==> config.mk <==
export PLATFORM = sky130hd
export DESIGN_NAME = issue_interlock
export DESIGN_NICKNAME = d
export VERILOG_FILES = /design/src/rtl/ilk_pkg.sv /design/src/rtl/ilk_operand_check.sv /design/src/rtl/ilk_datapath.sv /design/src/rtl/ilk_control.sv /design/src/rtl/issue_interlock.sv
export SDC_FILE = /design/constraint.sdc
export NUM_CORES = 1
export LEC_CHECK = 0
export ABC_AREA = 0
export CAP_MARGIN = 20
export CORE_MARGIN = 3
export CORE_UTILIZATION = 45
export CTS_CLUSTER_SIZE = 16
export DETAILED_ROUTE_END_ITERATION = 12
export PLACE_DENSITY = 0.74
export REMOVE_ABC_BUFFERS = 1
export SYNTH_ARGS = -nofsm -noshare
export SYNTH_HDL_FRONTEND = slang
export SYNTH_SLANG_ARGS = --single-unit
==> constraint.sdc <==
create_clock -name clk -period 10.45 [get_ports clk]
set_clock_uncertainty 0.2 [all_clocks]
set_input_delay 1.045 -clock clk [delete_from_list [all_inputs] [get_ports clk]]
set_output_delay 1.045 -clock clk [all_outputs]
set_load 0.005 [all_outputs]
==> src/rtl/ilk_pkg.sv <==
package ilk_pkg;

  typedef enum logic [2:0] {
    OP_INT_ALU  = 3'd0,
    OP_INT_LOAD = 3'd1,
    OP_FP_ALU   = 3'd2,
    OP_FP_LOAD  = 3'd3,
    OP_FP_STORE = 3'd4,
    OP_BRANCH   = 3'd5
  } opClass_e;

  typedef enum logic [1:0] {
    ROLE_ARITH  = 2'd0,
    ROLE_STDATA = 2'd1,
    ROLE_BRANCH = 2'd2
  } opRole_e;

  // strobes from control to datapath
  typedef struct packed {
    logic push;        // record the candidate as issued
    logic countStall;  // bump the stall counter
  } ilkStrobe_t;

  function automatic int maxOf(input int a, input int b);
    return (a > b) ? a : b;
  endfunction

  function automatic logic writesReg(input logic [2:0] cls);
    return (cls == OP_INT_ALU) || (cls == OP_INT_LOAD) ||
           (cls == OP_FP_ALU)  || (cls == OP_FP_LOAD);
  endfunction

  function automatic logic writesFp(input logic [2:0] cls);
    return (cls == OP_FP_ALU) || (cls == OP_FP_LOAD);
  endfunction

endpackage

==> src/rtl/ilk_operand_check.sv <==
module ilk_operand_check
  import ilk_pkg::*;
#(
  parameter int REG_IDX_W   = 5,
  parameter int HIST_DEPTH  = 3,
  parameter int LAT_FPA_FPA = 3,
  parameter int LAT_FPA_STD = 2,
  parameter int LAT_FLD_FPA = 1,
  parameter int LAT_FLD_STD = 0,
  parameter int LAT_ILD     = 1,
  parameter int LAT_IALU    = 0,
  parameter int LAT_IALU_BR = 1
) (
  input  logic                                  opValid,
  input  logic [REG_IDX_W:0]                    opTag,
  input  opRole_e                               opRole,
  input  logic [HIST_DEPTH-1:0]                 histValid,
  input  logic [HIST_DEPTH-1:0][2:0]            histCls,
  input  logic [HIST_DEPTH-1:0][REG_IDX_W-1:0]  histIdx,
  output logic                                  hazard
);

  function automatic int needCycles(input logic [2:0] cls, input opRole_e role);
    int n;
    case (cls)
      OP_INT_ALU:  n = (role == ROLE_BRANCH) ? LAT_IALU_BR : LAT_IALU;
      OP_INT_LOAD: n = LAT_ILD;
      OP_FP_ALU:   n = (role == ROLE_STDATA) ? LAT_FPA_STD : LAT_FPA_FPA;
      OP_FP_LOAD:  n = (role == ROLE_STDATA) ? LAT_FLD_STD : LAT_FLD_FPA;
      default:     n = 0;
    endcase
    return n;
  endfunction

  logic found;

  // slot 0 is the youngest; the first match wins
  always_comb begin
    hazard = 1'b0;
    found  = 1'b0;
    for (int k = 0; k < HIST_DEPTH; k++) begin
      if (!found && opValid && histValid[k] &&
          (writesFp(histCls[k]) == opTag[REG_IDX_W]) &&
          (histIdx[k] == opTag[REG_IDX_W-1:0])) begin
        found  = 1'b1;
        hazard = ((k + 1) <= needCycles(histCls[k], opRole));
      end
    end
  end

endmodule

==> src/rtl/ilk_datapath.sv <==
module ilk_datapath
  import ilk_pkg::*;
#(
  parameter int REG_IDX_W   = 5,
  parameter int CNT_W       = 32,
  parameter int NUM_OPS     = 3,
  parameter int HIST_DEPTH  = 3,
  parameter int LAT_FPA_FPA = 3,
  parameter int LAT_FPA_STD = 2,
  parameter int LAT_FLD_FPA = 1,
  parameter int LAT_FLD_STD = 0,
  parameter int LAT_ILD     = 1,
  parameter int LAT_IALU    = 0,
  parameter int LAT_IALU_BR = 1
) (
  input  logic                               clk,
  input  logic                               rst,
  input  ilkStrobe_t                         strb,
  input  logic [2:0]                         candClass,
  input  logic [REG_IDX_W-1:0]               candDest,
  input  logic [NUM_OPS-1:0]                 opValid,
  input  logic [NUM_OPS-1:0][REG_IDX_W:0]    opTag,
  input  logic [NUM_OPS-1:0]                 opIsStData,
  output logic [NUM_OPS-1:0]                 hazardVec,
  output logic [CNT_W-1:0]                   stallCount
);

  logic [HIST_DEPTH-1:0]                histValid;
  logic [HIST_DEPTH-1:0][2:0]           histCls;
  logic [HIST_DEPTH-1:0][REG_IDX_W-1:0] histIdx;
  logic [CNT_W-1:0]                     cntQ;

  // time-indexed history: entry k issued k+1 cycles ago
  always_ff @(posedge clk) begin
    if (rst) begin
      histValid <= '0;
      histCls   <= '0;
      histIdx   <= '0;
      cntQ      <= '0;
    end else begin
      histValid[0] <= strb.push && writesReg(candClass);
      histCls[0]   <= candClass;
      histIdx[0]   <= candDest;
      for (int k = 1; k < HIST_DEPTH; k++) begin
        histValid[k] <= histValid[k-1];
        histCls[k]   <= histCls[k-1];
        histIdx[k]   <= histIdx[k-1];
      end
      cntQ <= cntQ + CNT_W'(strb.countStall);
    end
  end

  assign stallCount = cntQ;

  generate
    for (genvar g = 0; g < NUM_OPS; g++) begin : gOp
      opRole_e role;
      always_comb begin
        if (opIsStData[g])                role = ROLE_STDATA;
        else if (candClass == OP_BRANCH)  role = ROLE_BRANCH;
        else                              role = ROLE_ARITH;
      end

      ilk_operand_check #(
        .REG_IDX_W  (REG_IDX_W),
        .HIST_DEPTH (HIST_DEPTH),
        .LAT_FPA_FPA(LAT_FPA_FPA),
        .LAT_FPA_STD(LAT_FPA_STD),
        .LAT_FLD_FPA(LAT_FLD_FPA),
        .LAT_FLD_STD(LAT_FLD_STD),
        .LAT_ILD    (LAT_ILD),
        .LAT_IALU   (LAT_IALU),
        .LAT_IALU_BR(LAT_IALU_BR)
      ) u_chk (
        .opValid  (opValid[g]),
        .opTag    (opTag[g]),
        .opRole   (role),
        .histValid(histValid),
        .histCls  (histCls),
        .histIdx  (histIdx),
        .hazard   (hazardVec[g])
      );
    end
  endgenerate

endmodule

==> src/rtl/ilk_control.sv <==
module ilk_control
  import ilk_pkg::*;
#(
  parameter int NUM_OPS = 3
) (
  input  logic               candValid,
  input  logic [NUM_OPS-1:0] hazardVec,
  output logic               stall,
  output ilkStrobe_t         strb
);

  always_comb begin
    stall           = candValid && (|hazardVec);
    strb.push       = candValid && !stall;
    strb.countStall = stall;
  end

endmodule

==> src/rtl/issue_interlock.sv <==
module issue_interlock
  import ilk_pkg::*;
#(
  parameter int REG_IDX_W   = 5,
  parameter int CNT_W       = 32,
  parameter int LAT_FPA_FPA = 3,
  parameter int LAT_FPA_STD = 2,
  parameter int LAT_FLD_FPA = 1,
  parameter int LAT_FLD_STD = 0,
  parameter int LAT_ILD     = 1,
  parameter int LAT_IALU    = 0,
  parameter int LAT_IALU_BR = 1
) (
  input  logic                 clk,
  input  logic                 rst,
  input  logic                 candValid,
  input  logic [2:0]           candClass,
  input  logic [REG_IDX_W-1:0] candDest,
  input  logic                 srcAValid,
  input  logic [REG_IDX_W:0]   srcATag,
  input  logic                 srcBValid,
  input  logic [REG_IDX_W:0]   srcBTag,
  input  logic                 stDataValid,
  input  logic [REG_IDX_W:0]   stDataTag,
  output logic                 stall,
  output logic [CNT_W-1:0]     stallCount
);

  localparam int NUM_OPS = 3;
  localparam int MAX_LAT = maxOf(maxOf(maxOf(LAT_FPA_FPA, LAT_FPA_STD),
                                       maxOf(LAT_FLD_FPA, LAT_FLD_STD)),
                                 maxOf(maxOf(LAT_ILD, LAT_IALU), LAT_IALU_BR));
  localparam int HIST_DEPTH = maxOf(MAX_LAT, 1);

  logic [NUM_OPS-1:0]              opValid;
  logic [NUM_OPS-1:0][REG_IDX_W:0] opTag;
  logic [NUM_OPS-1:0]              opIsStData;
  logic [NUM_OPS-1:0]              hazardVec;
  ilkStrobe_t                      strb;

  assign opValid    = {stDataValid, srcBValid, srcAValid};
  assign opTag      = {stDataTag, srcBTag, srcATag};
  assign opIsStData = 3'b100;

  ilk_datapath #(
    .REG_IDX_W  (REG_IDX_W),
    .CNT_W      (CNT_W),
    .NUM_OPS    (NUM_OPS),
    .HIST_DEPTH (HIST_DEPTH),
    .LAT_FPA_FPA(LAT_FPA_FPA),
    .LAT_FPA_STD(LAT_FPA_STD),
    .LAT_FLD_FPA(LAT_FLD_FPA),
    .LAT_FLD_STD(LAT_FLD_STD),
    .LAT_ILD    (LAT_ILD),
    .LAT_IALU   (LAT_IALU),
    .LAT_IALU_BR(LAT_IALU_BR)
  ) u_dp (
    .clk       (clk),
    .rst       (rst),
    .strb      (strb),
    .candClass (candClass),
    .candDest  (candDest),
    .opValid   (opValid),
    .opTag     (opTag),
    .opIsStData(opIsStData),
    .hazardVec (hazardVec),
    .stallCount(stallCount)
  );

  ilk_control #(
    .NUM_OPS(NUM_OPS)
  ) u_ctl (
    .candValid(candValid),
    .hazardVec(hazardVec),
    .stall    (stall),
    .strb     (strb)
  );

endmodule

==> results_dict.tcl <==
set metrics [dict create \
    cpPeakStageDelay_ns 0.58 \
    clkLatencyLatePin_ns 0.32 \
    hold_violations 0 \
    cts_tree "yes" \
    ys_async_sr_fraction 0 \
    initial_core_util 0.4817 \
    design_area_mm2 0.003623 \
    num-fill-cells 494 \
    core-area_mm2 0.005709 \
    fin_crit_ns 4.609 \
    max_freq_mhz 217.0 \
    yosysMostFrequentCell "dfxtp_1" \
    io_buffers 64 \
    holdPathEnd "u_dp.histCls[8]" \
    peakVddDrop_uv 72.91 \
    min_period_over_period 0.4411 \
    grt_pass1_wl_mm 10.02 \
    ys_ff_latch 59 \
    maxCapViolations 0 \
    cts_hold_buf 0 \
    synth_commonest_cells "dfxtp_1, xnor2_1, nor2b_1" \
    routabilityCongestion 0.8942 \
    yosysTopAreaCellShare 0.4295 \
    post_cts_buffers 0 \
    p_leak_nw 1.237 \
    cts_num_sinks 59 \
    cp_top_family "buffers and inverters" \
    synth-edff-count 0 \
    worstHoldStart "u_dp.histCls[5]" \
    worstMarginPinSlew_ns 1.019 \
    first_global_vias 2181 \
    cts_buffer_depth 2 \
    fp.dieW_um 84.18 \
    cts_max_level 3 \
    ys.flop_type "dfxtp_1" \
    crit_type "primary input to output pin" \
    worst_ep_required_time_ns 9.21 \
    ios 65 \
    seq_area_frac_synth 0.4295 \
    cp-end-kind "output pin" \
    num_antenna_cells 0 \
    finalMaxSlewViolations 0 \
    yosys-top-cells-area "dfxtp_1, xnor2_1, xor2_1" \
    synth_top_area_cell "dfxtp_1" \
    min_path_type "flip-flop to flip-flop" \
    grt.total_usage 0.1735 \
    placed_cells 431 \
    syn_area_mm2 0.002750 \
    cpMostUsedCell "clkdlybuf4s50_1" \
    fin_nets 404 \
    cts_root_buffer "clkbuf_8" \
    num_vias 2273 \
    cp_max_fo 3 \
    rsz0062_at_grt "false" \
    ant_nets 0 \
    status "finished clean" \
    ys.warnings.count 0 \
    fin_setup_tns_ns 0 \
    rows 27 \
    grt_max_degree 60 \
    cp_slowest_cell "clkdlybuf4s50_1" \
    reg2reg_from "u_dp.histCls[1]" \
    hold_depth 1 \
    drt_first_pass_iters 4 \
    grt_overflow 0 \
    die_y_um 84.18 \
    area_growth_pct 31.76 \
    wire_per_inst_um 13.41 \
    path_cells "clkdlybuf4s50_1 -> xnor2_1 -> nand4_1 -> nor4_1 -> mux2i_1 -> nor3b_1 -> a211o_1 -> clkdlybuf4s50_1" \
    rrSetupSlack_ns 6.72 \
    rr_endpoint "u_dp.stallCount[31]" \
    antenna_found_initial 0 \
    vias_per_cell 5.096 \
    ys_types 35 \
    drt_iter0_markers 106 \
    hpwl_mm 4.590 \
    syn_area_per_cell_um2 9.076 \
    wl_mm 5.980 \
    die_area_mm2 0.007085 \
    drcViolationCount 0 \
    maxSlewHeadroom 0.3204 \
    path_clk_slew_ns 0.06 \
    finalNonFillerCells 446 \
    r2r_cells 11 \
    drive_gt1_frac 0.05882 \
    cts_buffers 9 \
    postPlaceCellArea_mm2 0.003445 \
    setup_viol 0 \
    path_buf_inv 2 \
    pwr_density_cell_mw_per_mm2 125.6 \
    arrival_ns 3.36 \
    ctsResizeCount 0 \
    synthCells 303 \
    critPathLaunchType "primary input" \
]
## kinds of logic (layout without fill, tap and decap cells)
| kind of cell | Yosys count | after routing | synth area share |
|---|---|---|---|
| and+or+nand+nor | 135 | 135 | 0.2766 |
| buffers and inverters | 13 | 84 | 0.01820 |
| AOI/OAI and AO/OA | 28 | 28 | 0.05551 |
| DFF | 59 | 59 | 0.4295 |
| xor gates and xnor gates | 64 | 64 | 0.2038 |
| muxes | 2 | 2 | 0.007280 |
| adders and majority gates | 2 | 2 | 0.009098 |
## placed cells by master, fill, tap and decap left out, drive strengths merged, types with 2 or more instances in the layout
cell           count
and2               3
clkdlybuf4s50     63
a211o              2
nand3             11
dfxtp             59
or2                2
nor2b             29
nor3               5
xnor2             38
nor4               6
or4                2
inv                5
nand4             13
o21ai             12
nand2             16
mux2i              2
nor3b              2
and3               3
a21oi             12
or3               12
and4               2
clkbuf            13
xor2              26
clkinv             2
ha                 2
nor2              27
## where the power goes
| part | total, mW | internal [mW] | switching [mW] |
|---|---|---|---|
| clock | 0.184 | 0.103 | 0.0803 |
| combinational | 0.0377 | 0.0217 | 0.0160 |
| sequential | 0.234 | 0.229 | 0.00465 |
## routing by layer
layer | GRT usage | share of wire | routed length, um | up-vias
met5 | 0 | 0 | 0 | -
met4 | 0.07018 | 0.013 | 78 | 0
met3 | 0.03729 | 0.054 | 320 | 7
met2 | 0.2661 | 0.46 | 2733 | 52
met1 | 0.2373 | 0.48 | 2847 | 1054
li1 | - | - | - | 1160
## layout make-up
type	count	area, um^2	share of cell area
multi-input combinational	231	1519	0.4192
tap	72	90.09	0.02486
clock inverter	2	10.01	0.002762
timing repair buffer	64	635.6	0.1754
sequential	59	1181	0.3260
clock buffer	13	168.9	0.04662
inverter	5	18.77	0.005180
## registers in the layout (all words and copies together) (netlist names)
register,cells
u_dp.histIdx,15
u_dp.histValid,3
u_dp.histCls,9
u_dp.stallCount,32
## per-stage QoR
step / worst slack [ns] / util / total power [mW] / hold WS [ns]
after floorplan: 6.388 / - / 0.2542 / 0.2286
after global placement: 5.688 / 0.6033 / 0.2762 / 0.2533
after detailed placement: 5.579 / 0.6033 / 0.2765 / 0.2578
after CTS: 5.849 / 0.6347 / 0.4618 / 0.2692
after global routing: 5.625 / 0.6347 / 0.4745 / 0.2816
final: 5.841 / 0.6347 / 0.4551 / 0.2666
## how the worst max path moves through the flow
stage | cells past startpoint | slack, ns | to | start
after global placement | 13 | 5.69 | u_dp.stallCount[31] | srcATag[1]
after CTS | 8 | 5.85 | stall | srcATag[2]
after detailed placement | 13 | 5.58 | u_dp.stallCount[31] | srcATag[1]
after global routing | 12 | 5.62 | u_dp.stallCount[27] | stDataTag[0]
final | 8 | 5.84 | stall | srcATag[1]
after floorplan | 12 | 6.39 | u_dp.stallCount[26] | stDataTag[0]
## worst register-to-register path, cell delays in order (launching register included)
cell      delay (ns)
dfxtp_1         0.38
nor2b_1         0.34
xnor2_1         0.17
nand4_1         0.11
o311ai_0        0.45
a211o_1         0.23
ha_1            0.17
and3_1          0.28
nand3_4         0.13
or4_1           0.67
or3_1           0.39
a21oi_1         0.14
(Power assumes the default switching activity.)
